### src/rtl/fwd_pipe_pkg.sv
// Package: shared opcode encoding for the forwarding pipeline core.
// Assumes opcodes are exactly two bits wide; widths of data, registers and
// program counter are parameters of the modules, not of this package.
package fwd_pipe_pkg;

    localparam int OP_W = 2;

    typedef enum logic [OP_W-1:0] {
        ALU_ADD = 2'b00,
        ALU_SUB = 2'b01,
        ALU_AND = 2'b10,
        ALU_XOR = 2'b11
    } alu_op_e;

endpackage

### src/rtl/fwd_pipe_alu.sv
// Module: combinational ALU of the execute stage.
// Computes add, subtract, and, xor on DATA_W-bit operands; results wrap.
// Assumes the opcode is already a legal alu_op_e value (all four codes are).
module fwd_pipe_alu
    import fwd_pipe_pkg::*;
#(
    parameter int DATA_W = 16
) (
    input  alu_op_e             op,
    input  logic [DATA_W-1:0]   opnd_a,
    input  logic [DATA_W-1:0]   opnd_b,
    output logic [DATA_W-1:0]   result
);

    // Select the operation named by the opcode.
    always_comb begin
        unique case (op)
            ALU_ADD: result = opnd_a + opnd_b;
            ALU_SUB: result = opnd_a - opnd_b;
            ALU_AND: result = opnd_a & opnd_b;
            ALU_XOR: result = opnd_a ^ opnd_b;
            default: result = '0;
        endcase
    end

endmodule

### src/rtl/fwd_pipe_regfile.sv
// Module: architectural register file with one write port and two
// write-through read ports.
// Reads return the value being written in the same cycle when the addresses
// match, so fetch never has to guard against the writeback stage.
// Assumes NUM_REGS is a power of two so every address names a register.
// Register i resets to RF_INIT_BASE + i*RF_INIT_STEP (truncated).
module fwd_pipe_regfile #(
    parameter int                 NUM_REGS     = 8,
    parameter int                 DATA_W       = 16,
    parameter logic [DATA_W-1:0]  RF_INIT_BASE = '0,
    parameter logic [DATA_W-1:0]  RF_INIT_STEP = '0,
    localparam int                REG_AW       = (NUM_REGS > 1) ? $clog2(NUM_REGS) : 1,
    localparam int                FLAT_W       = NUM_REGS * DATA_W
) (
    input  logic                 clk,
    input  logic                 rst_n,
    input  logic                 wr_en,
    input  logic [REG_AW-1:0]    wr_addr,
    input  logic [DATA_W-1:0]    wr_data,
    input  logic [REG_AW-1:0]    rd_addr_a,
    input  logic [REG_AW-1:0]    rd_addr_b,
    output logic [DATA_W-1:0]    rd_data_a,
    output logic [DATA_W-1:0]    rd_data_b,
    output logic [FLAT_W-1:0]    rf_flat
);

    logic [DATA_W-1:0] view [NUM_REGS];

    for (genvar g = 0; g < NUM_REGS; g++) begin : g_reg
        localparam logic [DATA_W-1:0] INIT_VAL =
            RF_INIT_BASE + (DATA_W'(g) * RF_INIT_STEP);

        logic [DATA_W-1:0] q;

        // Hold one register; load on reset or on a matching valid write.
        always_ff @(posedge clk) begin
            if (!rst_n) begin
                q <= INIT_VAL;
            end else if (wr_en && (wr_addr == REG_AW'(g))) begin
                q <= wr_data;
            end
        end

        assign view[g]                       = q;
        assign rf_flat[g*DATA_W +: DATA_W]   = q;
    end

    // Port A read with write-through of the current write.
    always_comb begin
        rd_data_a = view[rd_addr_a];
        if (wr_en && (wr_addr == rd_addr_a)) begin
            rd_data_a = wr_data;
        end
    end

    // Port B read with write-through of the current write.
    always_comb begin
        rd_data_b = view[rd_addr_b];
        if (wr_en && (wr_addr == rd_addr_b)) begin
            rd_data_b = wr_data;
        end
    end

endmodule

### src/rtl/fwd_pipe_hazard.sv
// Module: hazard unit of the pipeline.
// Raises a stall when the valid execute instruction writes the first source
// of the fetched instruction, and selects the second ALU operand from the
// writeback result when writeback targets the execute second source.
// Assumes the first operand is never forwarded: stalling alone protects it.
module fwd_pipe_hazard #(
    parameter int  DATA_W = 16,
    parameter int  REG_AW = 3
) (
    input  logic                 exe_vld,
    input  logic [REG_AW-1:0]    exe_dest,
    input  logic [REG_AW-1:0]    fet_src1,
    input  logic                 wbk_vld,
    input  logic [REG_AW-1:0]    wbk_dest,
    input  logic [DATA_W-1:0]    wbk_val,
    input  logic [REG_AW-1:0]    exe_src2,
    input  logic [DATA_W-1:0]    exe_arg2,
    output logic                 stall,
    output logic                 fwd_hit,
    output logic [DATA_W-1:0]    opnd_b
);

    // Detect the first-operand dependence on the execute stage.
    always_comb begin
        stall = exe_vld && (exe_dest == fet_src1);
    end

    // Pick the second operand: bypass from writeback or the captured value.
    always_comb begin
        fwd_hit = wbk_vld && (wbk_dest == exe_src2);
        opnd_b  = fwd_hit ? wbk_val : exe_arg2;
    end

endmodule

### src/rtl/fwd_pipe_core.sv
// Module: top of the three-stage in-order core (fetch, execute, writeback).
// Fetch presents pc_o; an outside instruction store answers combinationally
// with opcode and register fields. The next PC is PC+1. Operands are read
// from the register file through its same-cycle write, the second operand
// may be bypassed from writeback, and a first-operand dependence on execute
// costs one stall cycle. flush squashes the fetched instruction.
// Assumes the instruction fields are stable during the cycle they are used.
module fwd_pipe_core
    import fwd_pipe_pkg::*;
#(
    parameter int                 NUM_REGS     = 8,
    parameter int                 DATA_W       = 16,
    parameter int                 PC_W         = 8,
    parameter logic [DATA_W-1:0]  RF_INIT_BASE = '0,
    parameter logic [DATA_W-1:0]  RF_INIT_STEP = '0,
    localparam int                REG_AW       = (NUM_REGS > 1) ? $clog2(NUM_REGS) : 1,
    localparam int                FLAT_W       = NUM_REGS * DATA_W
) (
    input  logic                 clk,
    input  logic                 rst_n,
    input  logic                 flush,
    output logic [PC_W-1:0]      pc_o,
    input  logic [OP_W-1:0]      fetch_op,
    input  logic [REG_AW-1:0]    fetch_src1,
    input  logic [REG_AW-1:0]    fetch_src2,
    input  logic [REG_AW-1:0]    fetch_dest,
    output logic [FLAT_W-1:0]    rf_o
);

    localparam logic [PC_W-1:0] PC_STEP = PC_W'(1);

    // Fetch stage state and decode.
    logic [PC_W-1:0]     pc_q;
    logic                stall;
    logic                advance;
    logic [DATA_W-1:0]   rd_val_a;
    logic [DATA_W-1:0]   rd_val_b;

    // Execute stage registers.
    logic                e_vld;
    alu_op_e             e_op;
    logic [REG_AW-1:0]   e_src2;
    logic [REG_AW-1:0]   e_dest;
    logic [DATA_W-1:0]   e_arg1;
    logic [DATA_W-1:0]   e_arg2;

    // Writeback stage registers.
    logic                w_vld;
    logic [REG_AW-1:0]   w_dest;
    logic [DATA_W-1:0]   w_val;

    // Execute datapath.
    logic                fwd_hit;
    logic [DATA_W-1:0]   opnd_b;
    logic [DATA_W-1:0]   alu_y;

    // A fetch is accepted only when neither flush nor stall holds it.
    always_comb begin
        advance = !(flush || stall);
    end

    // Program counter: clear on reset, step by one on an accepted fetch.
    always_ff @(posedge clk) begin
        if (!rst_n) begin
            pc_q <= '0;
        end else if (advance) begin
            pc_q <= pc_q + PC_STEP;
        end
    end

    assign pc_o = pc_q;

    // Fetch-to-execute register: capture fields, mark bubble if not accepted.
    always_ff @(posedge clk) begin
        if (!rst_n) begin
            e_vld  <= 1'b0;
            e_op   <= ALU_ADD;
            e_src2 <= '0;
            e_dest <= '0;
            e_arg1 <= '0;
            e_arg2 <= '0;
        end else begin
            e_vld  <= advance;
            e_op   <= alu_op_e'(fetch_op);
            e_src2 <= fetch_src2;
            e_dest <= fetch_dest;
            e_arg1 <= rd_val_a;
            e_arg2 <= rd_val_b;
        end
    end

    // Execute-to-writeback register: copy valid, destination and result.
    always_ff @(posedge clk) begin
        if (!rst_n) begin
            w_vld  <= 1'b0;
            w_dest <= '0;
            w_val  <= '0;
        end else begin
            w_vld  <= e_vld;
            w_dest <= e_dest;
            w_val  <= alu_y;
        end
    end

    fwd_pipe_regfile #(
        .NUM_REGS     (NUM_REGS),
        .DATA_W       (DATA_W),
        .RF_INIT_BASE (RF_INIT_BASE),
        .RF_INIT_STEP (RF_INIT_STEP)
    ) u_rf (
        .clk       (clk),
        .rst_n     (rst_n),
        .wr_en     (w_vld),
        .wr_addr   (w_dest),
        .wr_data   (w_val),
        .rd_addr_a (fetch_src1),
        .rd_addr_b (fetch_src2),
        .rd_data_a (rd_val_a),
        .rd_data_b (rd_val_b),
        .rf_flat   (rf_o)
    );

    fwd_pipe_hazard #(
        .DATA_W (DATA_W),
        .REG_AW (REG_AW)
    ) u_haz (
        .exe_vld  (e_vld),
        .exe_dest (e_dest),
        .fet_src1 (fetch_src1),
        .wbk_vld  (w_vld),
        .wbk_dest (w_dest),
        .wbk_val  (w_val),
        .exe_src2 (e_src2),
        .exe_arg2 (e_arg2),
        .stall    (stall),
        .fwd_hit  (fwd_hit),
        .opnd_b   (opnd_b)
    );

    fwd_pipe_alu #(
        .DATA_W (DATA_W)
    ) u_alu (
        .op     (e_op),
        .opnd_a (e_arg1),
        .opnd_b (opnd_b),
        .result (alu_y)
    );

endmodule

### config.mk
export PLATFORM = sky130hd
export DESIGN_NAME = fwd_pipe_core
export DESIGN_NICKNAME = d
export VERILOG_FILES = /design/src/rtl/fwd_pipe_pkg.sv /design/src/rtl/fwd_pipe_alu.sv /design/src/rtl/fwd_pipe_regfile.sv /design/src/rtl/fwd_pipe_hazard.sv /design/src/rtl/fwd_pipe_core.sv
export SDC_FILE = /design/constraint.sdc
export NUM_CORES = 1
export LEC_CHECK = 0
export BUFFER_PORTS_ARGS = -buffer_cell sky130_fd_sc_hd__buf_2
export CAP_MARGIN = 0
export CORE_MARGIN = 4
export CORE_UTILIZATION = 50
export CTS_BUF_LIST = sky130_fd_sc_hd__clkbuf_8 sky130_fd_sc_hd__clkbuf_16
export CTS_CLUSTER_DIAMETER = 100
export DETAILED_ROUTE_END_ITERATION = 10
export GPL_ROUTABILITY_DRIVEN = 0
export MAX_ROUTING_LAYER = met4
export PLACE_DENSITY = 0.74
export RECOVER_POWER = 50
export SYNTH_ARGS = -nofsm -noshare
export SYNTH_HDL_FRONTEND = slang
export SYNTH_SLANG_ARGS = --single-unit
### constraint.sdc
create_clock -name clk -period 3.1 [get_ports clk]
set_input_delay 0.62 -clock clk [delete_from_list [all_inputs] [get_ports clk]]
set_output_delay 0.62 -clock clk [all_outputs]
set_load 0.05 [all_outputs]
==> summary.md, run 1 <==
| Metric | Value |
|---|---|
| Worst path slowest cell | or3_4 |
| Post-DP HPWL | 22,690 um |
| Commonest non-fill, non-tap cell in the layout | nand2_1 |
| DRC | 0 |
| Yosys Warn Count | 0 |
| Synth unique cells | 51 |
| Height of the die | 152.7 um |
| TritonCTS clock tree | built |
| Crit-path max FO | 3 |
| Simple-Gate Fraction of Synth Area | 0.1707 |
| DR iter-0 viols | 1,117 |
| Crit end category | register |
| Rows | 52 |
| Count of state elements after synthesis | 197 |
| Worst-Margin Slew | 1.305 ns |
| CTS Buffer Depth | 2 |
| Synth area leaders | dfxtp_1 38%, mux4_2 14%, nand2_1 10% |
| Largest net degree at the start of global routing | 87 |
| Leak | 4.512 nW |
| Sequential area share after synthesis | 0.3768 |
| Kind of critical path | register to register |
| Antenna-violating nets left | 0 |
| Dpl cells | 1,547 |
| HP Class | input pin to register |
| Post-synth top area cell | dfxtp_1 |
| Min Tclk post-route | 3.110 ns |
| Post-synthesis instance total | 1,159 |
| Cell area power density | 475.2 nW/um^2 |
| DRT Pass-1 Iters | 6 |
| R2r worst-path depth | 14 |
| Mapped Nets | 1,207 |
| Maximum VDD drop | 0.3899 mV |
| Vias per cell | 5.995 |
| Fin. Hold Viols | 0 |
| Fmax achieved | 321.6 MHz |
| Final Slew Violations | 0 |
| Setup Skew | 0.01550 ns |
| Avg Inst Size Synth | 9.030 um^2 |
| Total Routing Usage GR | 0.2785 |
| Root Buffer | clkbuf_16 |
| DRT Wirelength | 32,340 um |
| Area share of xor/xnor cells in the synthesized design | 0.03610 |
| Clk_lat worst skew | 0.44 ns |
| Fin cells | 1,589 |
| Failing checks | setup timing |
| Vias in the first global route | 9,119 |
| Die area | 23,310 um^2 |
| Status | finished with violations |
| Mux contribution to synthesized area | 0.2073 |
| RSZ-0062 raised after global routing | true |
| Remaining global-route overflow | 0 |
| Top-Level Pins | 150 |
| Async SR Flop Fraction | 0 |
| Die Wd | 152.7 um |
| Post-DR wirelength/cell | 20.35 um |
| Compound-gate portion of the synthesized area | 0.1271 |
| CTS H-Tree Depth | 4 |
| Setup_tns | -0.01604 ns |
| Final Setup Violations | 2 |
| EDFF count, synth | 0 |
| CP Data Required Time | 3.42 ns |
| Layout cells sized above 1 | 0.1812 |
| Area Overhead vs Synth | 18.02% |
| Period Utilization, post-route | 1.003 |
| Post-synth top area share | 0.3768 |
| Num CTS Buffers | 17 |
| Synthesized area | 10,470 um^2 |
| Most frequent cells in the layout | 277 x nand2_1, 192 x dfxtp_1, 139 x a21oi_1 |
| Max capacitance violation total | 0 |
| Slew Limit Headroom | 0.1293 |
| Largest family of logic cells by synthesized area | multiplexers |
| Startpoint Class | register |
| N_diodes | 0 |
| Starting Density | 0.5123 |
| Nets | 1,354 |
| Largest stage delay, worst path | 0.39 ns |
| Buffers added on ports | 149 |
| Core area | 20,430 um^2 |
| Vias | 9,526 |
| Fin util | 0.6046 |
| Global-route wire length before repair | 50,800 um |
| Crit path cell chain | or3_4, or3_4, nor3_4, a21oi_2, o21ai_1, xor2_1, ha_1, a21o_1, nand2_2, a21oi_2, o32ai_4, o21ai_2, xnor2_1, o21a_1 |
| Adder-cell share of the synthesized area | 0.04136 |
| Antenna violations before repair | 0 |
| CTS sink cnt | 197 |
| Setup WS post-layout | -0.009672 ns |
| Crit path DAT | 3.43 ns |
| Most used DFF post-synth | dfxtp_1 |
| Clock transition at path regs | 0.08 ns |
| Hold path cells | 2 |
-- flip-flops by register name (all words and copies together) (netlist names) --
name and cells:
w_dest 3, e_arg1 16, e_vld 1, w_vld 1, e_op 2, e_dest 3
e_src2 3, w_val 16, u_rf.g.q 128, pc_o 8, e_arg2 16
-- where the power goes --
group / switching, W / internal, W
registers: 0.000131 / 0.00259
clock network: 0.00110 / 0.00115
logic: 0.000517 / 0.000384
total: 0.00175 / 0.00412
-- through the flow --
| stage | hold WS [ns] | instance area [um^2] | worst slack (ns) | total power, W |
|---|---|---|---|---|
| detailed placement | 0.4727 | 11720 | -0.06636 | 0.003592 |
| CTS | 0.3848 | 12350 | -0.006145 | 0.005784 |
| finish | 0.3876 | 12350 | -0.009672 | 0.005869 |
| global route | 0.3810 | 12350 | -0.1975 | 0.006045 |
| global placement | 0.4649 | 11720 | 0.03150 | 0.003580 |
| floorplan | 0.4481 | 10500 | 0.03163 | 0.003329 |
-- logic make-up (layout without fill, tap and decap cells) --
logic type / after synthesis / after routing
AND/OR/NAND/NOR: 421 / 422
XOR/XNOR: 41 / 41
buffers and inverters: 104 / 263
AO/OA/AOI/OAI: 228 / 228
multiplexers: 134 / 134
adder cells (fa/ha/maj): 34 / 34
flip-flops: 197 / 197
-- path summary, 6_finish.rpt --
path,slack (ns),to,from
worst min register to register,0.49,u_rf.g_reg[4].q[15],u_rf.g_reg[4].q[15]
worst max-delay path,-0.01,w_val[15],e_arg2[2]
worst max register to register,-0.01,w_val[15],e_arg2[2]
worst min-delay path,0.39,e_dest[2],fetch_dest[2]
-- metal layers --
layer  vias up  global-route usage  wire length, um
li1       4370                   -                -
met1      4569              0.3782            13020
met2       524              0.4308            15320
met3        63             0.04857             3370
met4         0             0.08104              636
met5         -                   -                0
-- synthesized netlist by cell type (2+ instances only) --
| cell type | n |
|---|---|
| nand2_1 | 278 |
| dfxtp_1 | 197 |
| a21oi_1 | 145 |
| clkbuf_1 | 69 |
| nor2_1 | 67 |
| mux4_2 | 64 |
| mux2i_1 | 54 |
| a211oi_1 | 44 |
| ha_1 | 33 |
| xnor2_1 | 29 |
| buf_2 | 19 |
| and2_1 | 14 |
| mux2_2 | 14 |
| o21ai_0 | 13 |
| inv_1 | 11 |
| nor3_1 | 11 |
| xor2_1 | 11 |
| nand2b_1 | 8 |
| nand3_1 | 7 |
| nor2b_1 | 7 |
| or3_1 | 7 |
| nand4_1 | 6 |
| o21a_1 | 6 |
| nor4_1 | 4 |
| a21o_1 | 3 |
| a31oi_1 | 3 |
| and4_1 | 3 |
| o21bai_1 | 3 |
| a21boi_0 | 2 |
| and3_1 | 2 |
| buf_1 | 2 |
| mux2_4 | 2 |
| o211ai_1 | 2 |
| o32ai_1 | 2 |
-- area by class of cell --
type | count | area, um^2
inverter | 12 | 45.04
clock inverter | 15 | 162.7
clock buffer | 17 | 425.4
timing repair buffer | 219 | 1145
sequential | 197 | 3950
fill | 1760 | 8078
tap | 270 | 337.8
multi-input combinational | 859 | 6286
-- what timing repair did --
action / 4_1_cts / 5_1_grt
hold buffers: 0 / 0
gates cloned: 1 / 1
hold endpoints to repair: 0 / 0
gates resized for setup: 4 / 36
pin swaps: 3 / 18
setup buffers: 2 / 6
setup endpoints to repair: 5 / 10
-- critical path, delay by kind of cell, from the launching register on --
kind                     cells  cell delay (ns)
AO/OA/AOI/OAI                7             1.05
adder cells (fa/ha/maj)      1             0.27
XOR/XNOR                     2             0.28
flip-flops                   1             0.34
AND/OR/NAND/NOR              4             1.05
No activity file was read; power rests on OpenSTA's default activity.
==> inputs of run 2 (changes only) <==
MAX_ROUTING_LAYER = not set   (was met4)
==> summary.md, run 2 (same netlist as run 1, synthesis figures left out) <==
| Metric | Value |
|---|---|
| Final Slew Violations | 0 |
| Starting Density | 0.5123 |
| Crit-path max FO | 3 |
| DR iter-0 viols | 1,106 |
| RSZ-0062 raised after global routing | true |
| Commonest non-fill, non-tap cell in the layout | nand2_1 |
| Post-DP HPWL | 22,690 um |
| Setup_tns | -0.02024 ns |
| Height of the die | 152.7 um |
| DRC | 0 |
| Vias | 9,496 |
| Multi-input logic area | 6289 um^2 |
| Largest net degree at the start of global routing | 87 |
| # fillers | 1,754 |
| CTS sink cnt | 197 |
| Final Setup Violations | 2 |
| CTS Buffer Depth | 2 |
| Most flop-heavy register | u_rf.g.q |
| Die area | 23,310 um^2 |
| Fin util | 0.6055 |
| Max reg flops | 128 |
| Most frequent cells in the layout | 277 x nand2_1, 192 x dfxtp_1, 139 x a21oi_1 |
| Worst path slowest cell | or3_4 |
| Min Tclk post-route | 3.112 ns |
| DRT Pass-1 Iters | 6 |
| Vias in the first global route | 9,121 |
| Global-route wire length before repair | 50,780 um |
| Remaining global-route overflow | 0 |
| Maximum VDD drop | 0.3852 mV |
| Max capacitance violation total | 0 |
| Core area | 20,430 um^2 |
| Fin cells | 1,589 |
| Slew Limit Headroom | 0.1137 |
| Dpl cells | 1,547 |
| Vias per cell | 5.976 |
| DRT Wirelength | 32,270 um |
| Crit path DAT | 3.43 ns |
| Fin. Hold Viols | 0 |
| Num CTS Buffers | 17 |
| CP Data Required Time | 3.42 ns |
| Crit path cell chain | or3_4, or3_4, nor3_4, a21oi_2, o21ai_1, xor2_1, ha_1, a21o_1, nand2_2, a21oi_2, o32ai_4, o21ai_2, xnor2_1, o21a_1 |
| Post-DR wirelength/cell | 20.31 um |
| Reg area | 3950 um^2 |
| Worst-Margin Slew | 1.328 ns |
| Crit end category | register |
| Setup Skew | 0.01476 ns |
| N_diodes | 0 |
| Die Wd | 152.7 um |
| Top-Level Pins | 150 |
| Nets | 1,354 |
| Failing checks | setup timing |
| Period Utilization, post-route | 1.004 |
| Total Routing Usage GR | 0.2704 |
| Layout cells sized above 1 | 0.1820 |
| Clock transition at path regs | 0.08 ns |
| Startpoint Class | register |
| Largest stage delay, worst path | 0.39 ns |
| TritonCTS clock tree | built |
| Antenna-violating nets left | 0 |
| Rows | 52 |
| Area Overhead vs Synth | 18.19% |
| Status | finished with violations |
| CTS H-Tree Depth | 4 |
| Root Buffer | clkbuf_16 |
| Leak | 4.520 nW |
| Antenna violations before repair | 0 |
| Cell area power density | 473.7 nW/um^2 |
| Setup WS post-layout | -0.01219 ns |
| Clk_lat worst skew | 0.43 ns |
| Fmax achieved | 321.3 MHz |
| HP Class | input pin to register |
| Buffers added on ports | 149 |
| Kind of critical path | register to register |
## run 2: cell counts in the layout (fill, tap and decap cells not counted)
Identical to the previous run, type by type.
## run 2: per-stage QoR
step	area [um^2]	setup slack (ns)	power, W	hold slack, ns
5_1_grt	12370	-0.1965	0.006040	0.3831
3_3_place_gp	11720	0.03150	0.003580	0.4649
3_5_place_dp	11720	-0.06636	0.003592	0.4727
2_1_floorplan	10500	0.03163	0.003329	0.4481
6_report	12370	-0.01219	0.005859	0.3903
4_1_cts	12350	-0.006145	0.005784	0.3848
## run 2: cell type report
type | instances | area share
Clock inverter | 15 | 0.01315
Tap cell | 270 | 0.02731
Timing Repair Buffer | 219 | 0.09386
Multi-Input combinational cell | 859 | 0.5083
Clock buffer | 17 | 0.03439
Sequential cell | 197 | 0.3193
Inverter | 12 | 0.003641
## run 2: path summary, 6_finish.rpt
check,from,end,slack (ns),cells past startpoint
worst min register to register,u_rf.g_reg[4].q[2],u_rf.g_reg[4].q[2],0.49,2
worst max-delay path,e_arg2[2],w_val[15],-0.01,14
worst min-delay path,fetch_dest[2],e_dest[2],0.39,2
worst max register to register,e_arg2[2],w_val[15],-0.01,14
## run 2: critical path: cells and delay by family, from the launching register on
kind	cells	cell delay, ns
AOI/OAI and AO/OA	7	1.06
and+or+nand+nor	4	1.05
DFF	1	0.34
adders and majority gates	1	0.27
xor gates and xnor gates	2	0.29
## run 2: per-layer routing
| metal | GRT usage | wire length (um) | vias to the layer above |
|---|---|---|---|
| met1 | 0.3746 | 13230 | 4550 |
| met5 | 0 | 0 | - |
| li1 | - | - | 4367 |
| met3 | 0.05339 | 3111 | 75 |
| met4 | 0.08528 | 785 | 0 |
| met2 | 0.4295 | 15140 | 504 |
## run 2: timing repair
action / 4_1_cts / 5_1_grt
cloned: 1 / 1
hold endpoints to repair: 0 / 0
resized for setup: 4 / 37
pin swaps: 3 / 18
setup buffers: 2 / 6
endpoints found under the setup margin: 5 / 10
hold buffers: 0 / 0
## run 2: where the power goes
group / total (W) / leakage [nW] / switching, W / internal, W
Clock: 0.00224 / 0.286 / 0.00109 / 0.00115
Sequential: 0.00272 / 1.60 / 0.000130 / 0.00259
Combinational: 0.000897 / 2.64 / 0.000515 / 0.000382
==> inputs of run 3 (changes only) <==
PLACE_DENSITY = 0.71   (was 0.74)
clock period = 3.6 ns   (was 3.1 ns; I/O delays follow)
==> summary.md, run 3 (same netlist as run 1, synthesis figures left out) <==
| Metric | Value |
|---|---|
| Hold Startpoint | fetch_dest[2] |
| RSZ-0062 raised after global routing | false |
| Antenna violations before repair | 0 |
| Num CTS Buffers | 17 |
| Die Wd | 152.7 um |
| Vias in the first global route | 8,729 |
| Root Buffer | clkbuf_16 |
| # fillers | 1,832 |
| Crit end category | register |
| Worst path bufs/invs | 1 |
| Total power | 0.005213 W |
| Uppermost layer routed | met4 |
| Fin util | 0.5910 |
| Maximum VDD drop | 0.3939 mV |
| Met1 WL | 13,120 um |
| Crit-path max FO | 21 |
| Remaining global-route overflow | 0 |
| Antenna-violating nets left | 0 |
| Leak | 4.467 nW |
| Kind of critical path | register to register |
| Hold_buf cts | 0 |
| Post-DP HPWL | 22,490 um |
| Max reg flops | 128 |
| Cell area power density | 431.8 nW/um^2 |
| Global-route wire length before repair | 49,810 um |
| Total Routing Usage GR | 0.2668 |
| Crit path cell chain | xnor2_2, nand4_4, buf_6, mux2i_2, and2_1, nand2_1, o21ai_0, xor2_1, ha_1, or3_1, o32ai_2, o21ai_0, xnor2_1, o21a_1 |
| Crit-path most repeated cell | o21ai_0 |
| N_diodes | 0 |
| Largest stage delay, worst path | 0.40 ns |
| Crit-path leading delay family | simple AND/OR/NAND/NOR gates |
| Flop pwr share | 0.449 |
| CTS sink cnt | 197 |
| CTS H-Tree Depth | 4 |
| Vias | 9,259 |
| Rows | 52 |
| DRT Pass-1 Iters | 5 |
| Status | finished with violations |
| Met3 wire length | 2885 um |
| Switching power | 0.001493 W |
| Largest net degree at the start of global routing | 101 |
| Die area | 23,310 um^2 |
| CTS Buffer Depth | 2 |
| Crit path DAT | 3.79 ns |
| Sw frac | 0.2864 |
| Startpoint Class | register |
| DR iter-0 viols | 887 |
| Setup Skew | 0.01636 ns |
| Core area | 20,430 um^2 |
| CP Data Required Time | 3.93 ns |
| Commonest non-fill, non-tap cell in the layout | nand2_1 |
| DRT Wirelength | 31,580 um |
| Fmax achieved | 288.6 MHz |
| DRC | 0 |
| Top-Level Pins | 150 |
| Layout cells sized above 1 | 0.1559 |
| Most flop-heavy register | u_rf.g.q |
| Failing checks | capacitance limit, slew limit |
| Crit path launch | e_src2[2] |
| Clk_lat worst skew | 0.44 ns |
| Worst path slowest cell | or3_1 |
| Final Slew Violations | 101 |
| Area Overhead vs Synth | 15.36% |
| Vias per cell | 5.939 |
| Post-DR wirelength/cell | 20.26 um |
| Clock transition at path regs | 0.08 ns |
| Min Tclk post-route | 3.465 ns |
| Slew Limit Headroom | -0.2640 |
| Final Setup Violations | 0 |
| Register-to-register setup slack | 0.13 ns |
| HP Class | input pin to register |
| Met2 wire len | 14,870 um |
| Period Utilization, post-route | 0.9625 |
| Max capacitance violation total | 1 |
| Most frequent cells in the layout | 278 x nand2_1, 197 x dfxtp_1, 145 x a21oi_1 |
| Reg-to-Reg Start | e_src2[2] |
| Clock share of power | 0.418 |
| Worst-Margin Slew | 1.896 ns |
| Height of the die | 152.7 um |
| Combinational fraction of design power | 0.133 |
| Nets | 1,324 |
| Buffers added on ports | 149 |
| Int Pwr | 0.003721 W |
| TritonCTS clock tree | built |
| Starting Density | 0.5123 |
| Fin. Hold Viols | 0 |
[run 3: changes by cell type in the layout (fill, tap and decap cells not counted), sizes merged]
cell and change:
buf -11, bufinv +3, clkbuf -18, clkinv +1, clkinvlp -2, inv -2, nand4 -1
[run 3: routing by layer]
| layer | vias up | global-route usage |
|---|---|---|
| met3 | 66 | 0.05027 |
| li1 | 4306 | - |
| met4 | 0 | 0.07085 |
| met5 | - | 0 |
| met1 | 4438 | 0.3708 |
| met2 | 449 | 0.4310 |
[run 3: path summary, 6_finish.rpt]
path                                           end  depth (start not counted)
worst min register to register  u_rf.g_reg[3].q[9]                          2
worst min-delay path                     e_dest[2]                          2
worst max register to register           w_val[15]                         14
worst max-delay path                     w_val[15]                         14
[run 3: cell type report]
class / instances / area (um^2) / share of cell area
clock buffers: 17 / 425.4 / 0.03523
clock inverters: 15 / 261.5 / 0.02166
inverters: 12 / 47.55 / 0.003938
multi-input cells: 858 / 6122 / 0.5070
flip-flops and latches: 197 / 3944 / 0.3266
well taps: 270 / 337.8 / 0.02798
repair buffers: 190 / 935.9 / 0.07751
[run 3: repair_timing]
| item | in CTS | in global routing |
|---|---|---|
| gates cloned | 0 | 0 |
| endpoints found under the setup margin | 1 | 3 |
| pin swaps | 0 | 1 |
| gates resized for setup | 1 | 4 |
| hold endpoints to repair | 0 | 0 |
| buffers inserted | 0 | 1 |
[run 3: power groups by stage]
stage	logic, W	clock network, W	registers, W
finish	0.000694	0.00218	0.00234
global route	0.000749	0.00228	0.00235
CTS	0.000688	0.00219	0.00233
detailed placement	0.000677	0	0.00238
global placement	0.000669	0	0.00238
floorplan	0.000514	0	0.00234
[run 3: stage by stage]
step                cell area (um^2)  cells  worst slack (ns)  setup TNS [ns]  hold WS (ns)
floorplan                      10470   1159            0.2908               0        0.4481
global placement               11520   1526            0.1915               0        0.4631
detailed placement             11520   1526         -0.006224       -0.006224        0.4734
CTS                            12210   1558           0.08642               0        0.4750
global route                   12070   1559           0.01210               0        0.4819
finish                         12070   1559            0.1348               0        0.4831
